$ cat src/rtl/refsched_pkg.sv
package refsched_pkg;

  localparam int RATE_W = 2;
  localparam int RCNT_W = 3;

  typedef enum logic [2:0] {
    ST_IDLE,
    ST_WAIT_BUS,
    ST_PRECHARGE,
    ST_WAIT_TRP,
    ST_REFRESH,
    ST_WAIT_TRC,
    ST_DONE
  } seq_state_t;

  function automatic logic [RCNT_W-1:0] rate_to_count(input logic [RATE_W-1:0] r);
    logic [RCNT_W-1:0] c;
    case (r)
      2'b00:   c = 3'd0;
      2'b01:   c = 3'd1;
      2'b10:   c = 3'd2;
      default: c = 3'd4;
    endcase
    return c;
  endfunction

endpackage

$ cat src/rtl/refsched_tick_sync.sv
module refsched_tick_sync #(
  parameter int SYNC_STAGES = 2
) (
  input  logic clk,
  input  logic rst,
  input  logic tick_async,
  output logic tick_rise
);

  logic [SYNC_STAGES:0] shreg;

  always_ff @(posedge clk) begin
    if (rst) shreg <= '0;
    else     shreg <= {shreg[SYNC_STAGES-1:0], tick_async};
  end

  assign tick_rise = shreg[SYNC_STAGES-1] & ~shreg[SYNC_STAGES];

  // a detected edge lasts a single cycle
  assert_rise_single_R2: assert property (@(posedge clk) disable iff (rst)
    tick_rise |=> !tick_rise);

endmodule

$ cat src/rtl/refsched_rate_decode.sv
module refsched_rate_decode
  import refsched_pkg::*;
#(
  parameter int NUM_CS = 2
) (
  input  logic [NUM_CS*RATE_W-1:0] rate_cfg,
  output logic [NUM_CS*RCNT_W-1:0] cnt_flat,
  output logic [NUM_CS-1:0]        en_mask,
  output logic [RCNT_W-1:0]        max_cnt
);

  for (genvar g = 0; g < NUM_CS; g++) begin : g_cs
    assign cnt_flat[g*RCNT_W +: RCNT_W] = rate_to_count(rate_cfg[g*RATE_W +: RATE_W]);
    assign en_mask[g] = |rate_cfg[g*RATE_W +: RATE_W];
  end

  always_comb begin
    max_cnt = '0;
    for (int i = 0; i < NUM_CS; i++) begin
      if (cnt_flat[i*RCNT_W +: RCNT_W] > max_cnt) max_cnt = cnt_flat[i*RCNT_W +: RCNT_W];
    end
  end

endmodule

$ cat src/rtl/refsched_seq.sv
module refsched_seq
  import refsched_pkg::*;
#(
  parameter int NUM_CS = 2,
  parameter int TW     = 8
) (
  input  logic                     clk,
  input  logic                     rst,
  input  logic                     tick_rise,
  input  logic [NUM_CS*RCNT_W-1:0] cnt_flat,
  input  logic [NUM_CS-1:0]        en_mask,
  input  logic [RCNT_W-1:0]        max_cnt,
  input  logic [TW-1:0]            trp_cyc,
  input  logic [TW-1:0]            trc_cyc,
  input  logic                     ref_grant,
  output logic                     ref_req,
  output logic                     ref_hold,
  output logic                     cmd_drive,
  output logic                     sd_ras_n,
  output logic                     sd_cas_n,
  output logic                     sd_we_n,
  output logic [NUM_CS-1:0]        sd_cs_n,
  output logic                     sd_a10
);

  localparam logic [TW-1:0] ONE = {{(TW-1){1'b0}}, 1'b1};

  seq_state_t                state;
  logic                      pend;
  logic [TW-1:0]             wcnt;
  logic [RCNT_W-1:0]         ref_idx;
  logic [NUM_CS*RCNT_W-1:0]  snap_cnt;
  logic [NUM_CS-1:0]         snap_en;
  logic [RCNT_W-1:0]         snap_max;
  logic [TW-1:0]             trp_eff;
  logic [TW-1:0]             trc_eff;
  logic [NUM_CS-1:0]         ref_cs_n;
  logic                      wait_over;

  assign trp_eff   = (trp_cyc == '0) ? ONE : trp_cyc;
  assign trc_eff   = (trc_cyc == '0) ? ONE : trc_cyc;
  assign wait_over = (wcnt == ONE);

  always_comb begin
    for (int i = 0; i < NUM_CS; i++) begin
      ref_cs_n[i] = !(snap_cnt[i*RCNT_W +: RCNT_W] > ref_idx);
    end
  end

  always_ff @(posedge clk) begin
    if (rst) begin
      state     <= ST_IDLE;
      pend      <= 1'b0;
      wcnt      <= '0;
      ref_idx   <= '0;
      snap_cnt  <= '0;
      snap_en   <= '0;
      snap_max  <= '0;
      ref_req   <= 1'b0;
      ref_hold  <= 1'b0;
      cmd_drive <= 1'b0;
      sd_ras_n  <= 1'b1;
      sd_cas_n  <= 1'b1;
      sd_we_n   <= 1'b1;
      sd_cs_n   <= '1;
      sd_a10    <= 1'b0;
    end else begin
      pend     <= pend | tick_rise;
      sd_ras_n <= 1'b1;
      sd_cas_n <= 1'b1;
      sd_we_n  <= 1'b1;
      sd_cs_n  <= '1;
      sd_a10   <= 1'b0;
      case (state)
        ST_IDLE: begin
          if (pend || tick_rise) begin
            pend <= 1'b0;
            if (|en_mask) begin
              state    <= ST_WAIT_BUS;
              ref_req  <= 1'b1;
              snap_cnt <= cnt_flat;
              snap_en  <= en_mask;
              snap_max <= max_cnt;
            end
          end
        end
        ST_WAIT_BUS: begin
          if (ref_grant) begin
            state     <= ST_PRECHARGE;
            ref_req   <= 1'b0;
            ref_hold  <= 1'b1;
            cmd_drive <= 1'b1;
            sd_ras_n  <= 1'b0;
            sd_we_n   <= 1'b0;
            sd_a10    <= 1'b1;
            sd_cs_n   <= ~snap_en;
            wcnt      <= trp_eff;
            ref_idx   <= '0;
          end
        end
        ST_PRECHARGE, ST_WAIT_TRP: begin
          if (wait_over) begin
            state    <= ST_REFRESH;
            sd_ras_n <= 1'b0;
            sd_cas_n <= 1'b0;
            sd_cs_n  <= ref_cs_n;
            ref_idx  <= ref_idx + 1'b1;
            wcnt     <= trc_eff;
          end else begin
            state <= ST_WAIT_TRP;
            wcnt  <= wcnt - ONE;
          end
        end
        ST_REFRESH, ST_WAIT_TRC: begin
          if (wait_over) begin
            if (ref_idx == snap_max) begin
              state     <= ST_DONE;
              ref_hold  <= 1'b0;
              cmd_drive <= 1'b0;
            end else begin
              state    <= ST_REFRESH;
              sd_ras_n <= 1'b0;
              sd_cas_n <= 1'b0;
              sd_cs_n  <= ref_cs_n;
              ref_idx  <= ref_idx + 1'b1;
              wcnt     <= trc_eff;
            end
          end else begin
            state <= ST_WAIT_TRC;
            wcnt  <= wcnt - ONE;
          end
        end
        default: state <= ST_IDLE;
      endcase
    end
  end

  // request and hold are never both high
  assert_req_hold_excl_R5: assert property (@(posedge clk) disable iff (rst)
    !(ref_req && ref_hold));

  // request stays until grant is seen
  assert_req_until_grant_R5: assert property (@(posedge clk) disable iff (rst)
    (ref_req && !ref_grant) |=> ref_req);

  // the first command of a sequence is precharge-all
  assert_first_cmd_pre_R5: assert property (@(posedge clk) disable iff (rst)
    $rose(ref_hold) |-> (!sd_ras_n && sd_cas_n && !sd_we_n && sd_a10));

  // auto-refresh never drives A10
  assert_ref_a10_low_R6: assert property (@(posedge clk) disable iff (rst)
    (!sd_ras_n && !sd_cas_n) |-> (!sd_a10 && sd_we_n && cmd_drive));

  // the command pins idle whenever not driving
  assert_idle_pins_R1: assert property (@(posedge clk) disable iff (rst)
    !cmd_drive |-> (sd_ras_n && sd_cas_n && sd_we_n && (&sd_cs_n) && !sd_a10));

  // hold cannot rise without a pending request
  assert_grant_ignored_R10: assert property (@(posedge clk) disable iff (rst)
    (!ref_req && !ref_hold) |=> !ref_hold);

endmodule

$ cat src/rtl/refresh_scheduler.sv
module refresh_scheduler
  import refsched_pkg::*;
#(
  parameter int NUM_CS      = 2,
  parameter int TW          = 8,
  parameter int SYNC_STAGES = 2
) (
  input  logic                     clk,
  input  logic                     rst,
  input  logic                     slow_tick,
  input  logic [2*NUM_CS-1:0]      rate_cfg,
  input  logic [TW-1:0]            trp_cyc,
  input  logic [TW-1:0]            trc_cyc,
  input  logic                     ref_grant,
  output logic                     ref_req,
  output logic                     ref_hold,
  output logic                     cmd_drive,
  output logic                     sd_ras_n,
  output logic                     sd_cas_n,
  output logic                     sd_we_n,
  output logic [NUM_CS-1:0]        sd_cs_n,
  output logic                     sd_a10
);

  logic                     tick_rise;
  logic [NUM_CS*RCNT_W-1:0] cnt_flat;
  logic [NUM_CS-1:0]        en_mask;
  logic [RCNT_W-1:0]        max_cnt;

  refsched_tick_sync #(.SYNC_STAGES(SYNC_STAGES)) u_sync (
    .clk        (clk),
    .rst        (rst),
    .tick_async (slow_tick),
    .tick_rise  (tick_rise)
  );

  refsched_rate_decode #(.NUM_CS(NUM_CS)) u_dec (
    .rate_cfg (rate_cfg),
    .cnt_flat (cnt_flat),
    .en_mask  (en_mask),
    .max_cnt  (max_cnt)
  );

  refsched_seq #(.NUM_CS(NUM_CS), .TW(TW)) u_seq (
    .clk       (clk),
    .rst       (rst),
    .tick_rise (tick_rise),
    .cnt_flat  (cnt_flat),
    .en_mask   (en_mask),
    .max_cnt   (max_cnt),
    .trp_cyc   (trp_cyc),
    .trc_cyc   (trc_cyc),
    .ref_grant (ref_grant),
    .ref_req   (ref_req),
    .ref_hold  (ref_hold),
    .cmd_drive (cmd_drive),
    .sd_ras_n  (sd_ras_n),
    .sd_cas_n  (sd_cas_n),
    .sd_we_n   (sd_we_n),
    .sd_cs_n   (sd_cs_n),
    .sd_a10    (sd_a10)
  );

endmodule

$ cat config.mk
export PLATFORM = sky130hd
export DESIGN_NAME = refresh_scheduler
export DESIGN_NICKNAME = d
export VERILOG_FILES = /design/src/rtl/refsched_pkg.sv /design/src/rtl/refsched_tick_sync.sv /design/src/rtl/refsched_rate_decode.sv /design/src/rtl/refsched_seq.sv /design/src/rtl/refresh_scheduler.sv
export SDC_FILE = /design/constraint.sdc
export NUM_CORES = 1
export LEC_CHECK = 0
export BUFFER_PORTS_ARGS = -buffer_cell sky130_fd_sc_hd__buf_2
export CORE_MARGIN = 10
export CORE_UTILIZATION = 50
export DETAILED_ROUTE_END_ITERATION = 8
export PLACE_DENSITY_LB_ADDON = 0.05
export RECOVER_POWER = 100
export SLEW_MARGIN = 15
export SYNTH_ARGS = -nofsm -noshare
export SYNTH_HDL_FRONTEND = slang
export SYNTH_SLANG_ARGS = --single-unit
$ cat constraint.sdc
create_clock -name clk -period 2 [get_ports clk]
set_input_delay 0.2 -clock clk [delete_from_list [all_inputs] [get_ports clk]]
set_output_delay 0.2 -clock clk [all_outputs]
set_load 0.01 [all_outputs]
==> impl_metrics.yaml <==
sta:
  hold_viol: 0
  whs_ns: 0.119
  period_needed_ns: 1.91
  setup_tns_ns: 0
  setup_viol: 0
  max_freq_mhz: 524
  rsz0062_at_grt: "no"
  slew_headroom_pct: 18.3
  timing.final.crit_share_pct: 95.4
  maxSlewViolCount: 0
  clock_skew_ns: 0.00542
  worst_slew_pin_slew_ns: 1.23
synthesis:
  yosys_warnings: 0
  synth-seq-cells: 37
  syn_area_per_cell_sq_um: 8.59
  synth_cells: 238
  async_reset_ff_share_pct: 0
  synth-edff-count: 0
  ys_seq_area_share_pct: 36.2
  ys.flop_type: "dfxtp_1"
  ys_types: 49
  synth_area_sq_mm: 0.00204
  synth_nets: 274
floorplanning:
  die_h_um: 83.9
  num_io_pins: 33
  rows: 23
  dieWidth_um: 83.9
  dieArea_sq_mm: 0.00705
  core_sq_mm: 0.00397
  initial_core_util_pct: 51.5
critical_path:
  cp-end-kind: "flop"
  cp.arrival_ns: 2.09
  rrSetupSlack_ns: 0.09
  critPathLaunchType: "flop"
  worst_ep_required_time_ns: 2.18
  cp_max_fo: 6
  crit_type: "flop to flop"
placement:
  port_buffers: 32
  dp.cells: 328
  gp_congestion: 0.810
  hpwl_um: 3810
finish:
  fin_cells: 341
  fin_nets: 326
  syn2layout_area_growth_pct: 22.1
  nFillCells: 370
  drive_gt1_share_pct: 22.3
  antenna_cells: 0
cts:
  clock_latency_ns: 0.29
  clockBufferDepth: 2
  cts.sinks: 37
  root_buffer: "clkbuf_8"
  cts_htree_levels: 2
  cts_tree: "done"
  cts_made_buffers: 5
  clk_pin_slew_worst_paths_ns: 0.07
global_routing:
  overflow: 0
  grt_max_degree: 27
  antenna_found_initial: 0
  grt_pass1_wl_um: 8340
  grt_pass1_vias: 1836
  groute.usage.overall_pct: 13.9
power:
  peakVddDrop_v: 0.000583
  power_leakage_uw: 0.000982
  p_per_area_mw_per_mm2: 675
detailed_routing:
  drc: 0
  wl_met1_um: 2460
  wl_met3_um: 213
  drt-initial-drc-count: 99
  ant_nets: 0
  finalWirelength_um: 5010
  highest_layer: "met4"
  via_per_inst: 5.49
  first_pass_iters: 4
  wl_per_cell_um: 14.7
  wl_met2_um: 2290
  vias: 1871
outcome:
  status: "finished clean"
hold_path:
  hp-class: "input pin to flop"
job:
  cap_violations: 0
registers in the layout, summed over array words and instances, names as in the netlist:
name / cells
u_seq.pend: 1
u_seq.ref_hold: 1
u_seq.ref_idx: 3
u_seq.ref_req: 1
u_seq.sd_a10: 1
u_seq.sd_cas_n: 1
u_seq.sd_cs_n: 2
u_seq.sd_ras_n: 1
u_seq.sd_we_n: 1
u_seq.snap_cnt: 6
u_seq.snap_en: 2
u_seq.snap_max: 3
u_seq.state: 3
u_seq.wcnt: 8
u_sync.shreg: 3
where the power goes:
part	switching [uW]	leakage [uW]	internal, uW	total, uW
combinational	165	0.000627	148	313
sequential	22.6	0.000300	765	788
clock	266	0.0000549	318	584
total	454	0.000982	1230	1680
per-layer routing:
metal	vias to the layer above	global-route usage, %
met5	-	0
met4	0	3.96
met3	5	4.39
met2	32	21.1
met1	870	18.2
li1	964	-
path summary, 6_finish.rpt:
| check | startpoint | endpoint | cells past startpoint |
|---|---|---|---|
| min | slow_tick | u_sync.shreg[0]$_SDFF_PP0_ | 2 |
| max | u_seq.wcnt[0]$_SDFFE_PP0P_ | u_seq.wcnt[0]$_SDFFE_PP0P_ | 6 |
| max reg2reg | u_seq.wcnt[0]$_SDFFE_PP0P_ | u_seq.wcnt[0]$_SDFFE_PP0P_ | 6 |
| min reg2reg | u_sync.shreg[0]$_SDFF_PP0_ | u_sync.shreg[1]$_SDFF_PP0_ | 1 |
timing repair:
| item | 4_1_cts | 5_1_grt |
|---|---|---|
| setup endpoints to repair | 1 | 9 |
| buffers inserted | 0 | 5 |
| resized for setup | 0 | 10 |
| pin swaps | 1 | 4 |
| hold buffers | 0 | 0 |
cells in the mapped netlist (all sizes together), types with 3 or more instances:
library cell	n	area share, %
nor2b	12	3.7
o21ai	6	1.5
a211oi	8	2.9
nand4	3	0.92
nor4	5	2.9
nand3	6	1.5
a21oi	10	2.4
inv	15	2.8
a311oi	6	2.6
nor2	30	5.6
ha	12	7.3
clkbuf	5	0.92
xnor2	5	2.1
nor3	5	1.2
dfxtp	37	36
o211ai	5	1.8
a21o	3	1.1
nand2	15	2.8
mux2i	8	3.9
buf	7	2.1
xor2	4	1.7
critical path, cell delays in order (launching register included):
cell and delay [ns]:
dfxtp_1 0.38, ha_4 0.15, or3b_4 0.37, or2_4 0.29, a2111oi_0 0.31, o21ai_0 0.15, o2111a_1 0.16
area by class of cell:
cell class	count	area [sq um]	share of cell area, %
multi-input cells	174	1200	48.1
flip-flops and latches	37	741	29.7
repair buffers	57	330	13.2
clock buffers	7	96.3	3.86
well taps	50	62.6	2.51
inverters	15	56.3	2.26
clock inverters	1	8.76	0.351
cell families after synthesis:
family	after synthesis	synth area share, %
compound gates	55	19.2
xor+xnor	9	3.86
fa+ha+maj	12	7.34
buf+inv	27	5.81
flops	37	36.2
mux	9	4.47
simple gates	89	23.1
through the flow:
step / setup WS (ns) / utilization, % / power (uW) / area (sq um)
after floorplan: 0.00176 / - / 996 / 2040
after global placement: 0.0693 / 59.3 / 1090 / 2350
after detailed placement: -0.00148 / 59.3 / 1100 / 2350
after CTS: 0.0269 / 61.9 / 1680 / 2460
after global routing: 0.0177 / 62.9 / 1770 / 2500
final: 0.0917 / 62.9 / 1680 / 2500
layout by cell type, fill, tap and decap left out, types with 3 or more instances in the layout:
cell type,n
nor4_1,3
a21oi_1,10
mux2i_1,8
xnor2_1,5
ha_1,11
a211oi_1,8
buf_2,22
clkbuf_4,4
buf_4,19
inv_1,14
dfxtp_1,37
nand3_1,6
nand2_1,15
nand4_1,3
clkbuf_1,10
xor2_1,4
nor2_1,30
a311oi_1,5
o211ai_1,5
nor2b_1,12
nor3_1,5
clkbuf_8,7
a21o_1,3
o21ai_0,5
No activity file was read; power rests on OpenSTA's default activity.
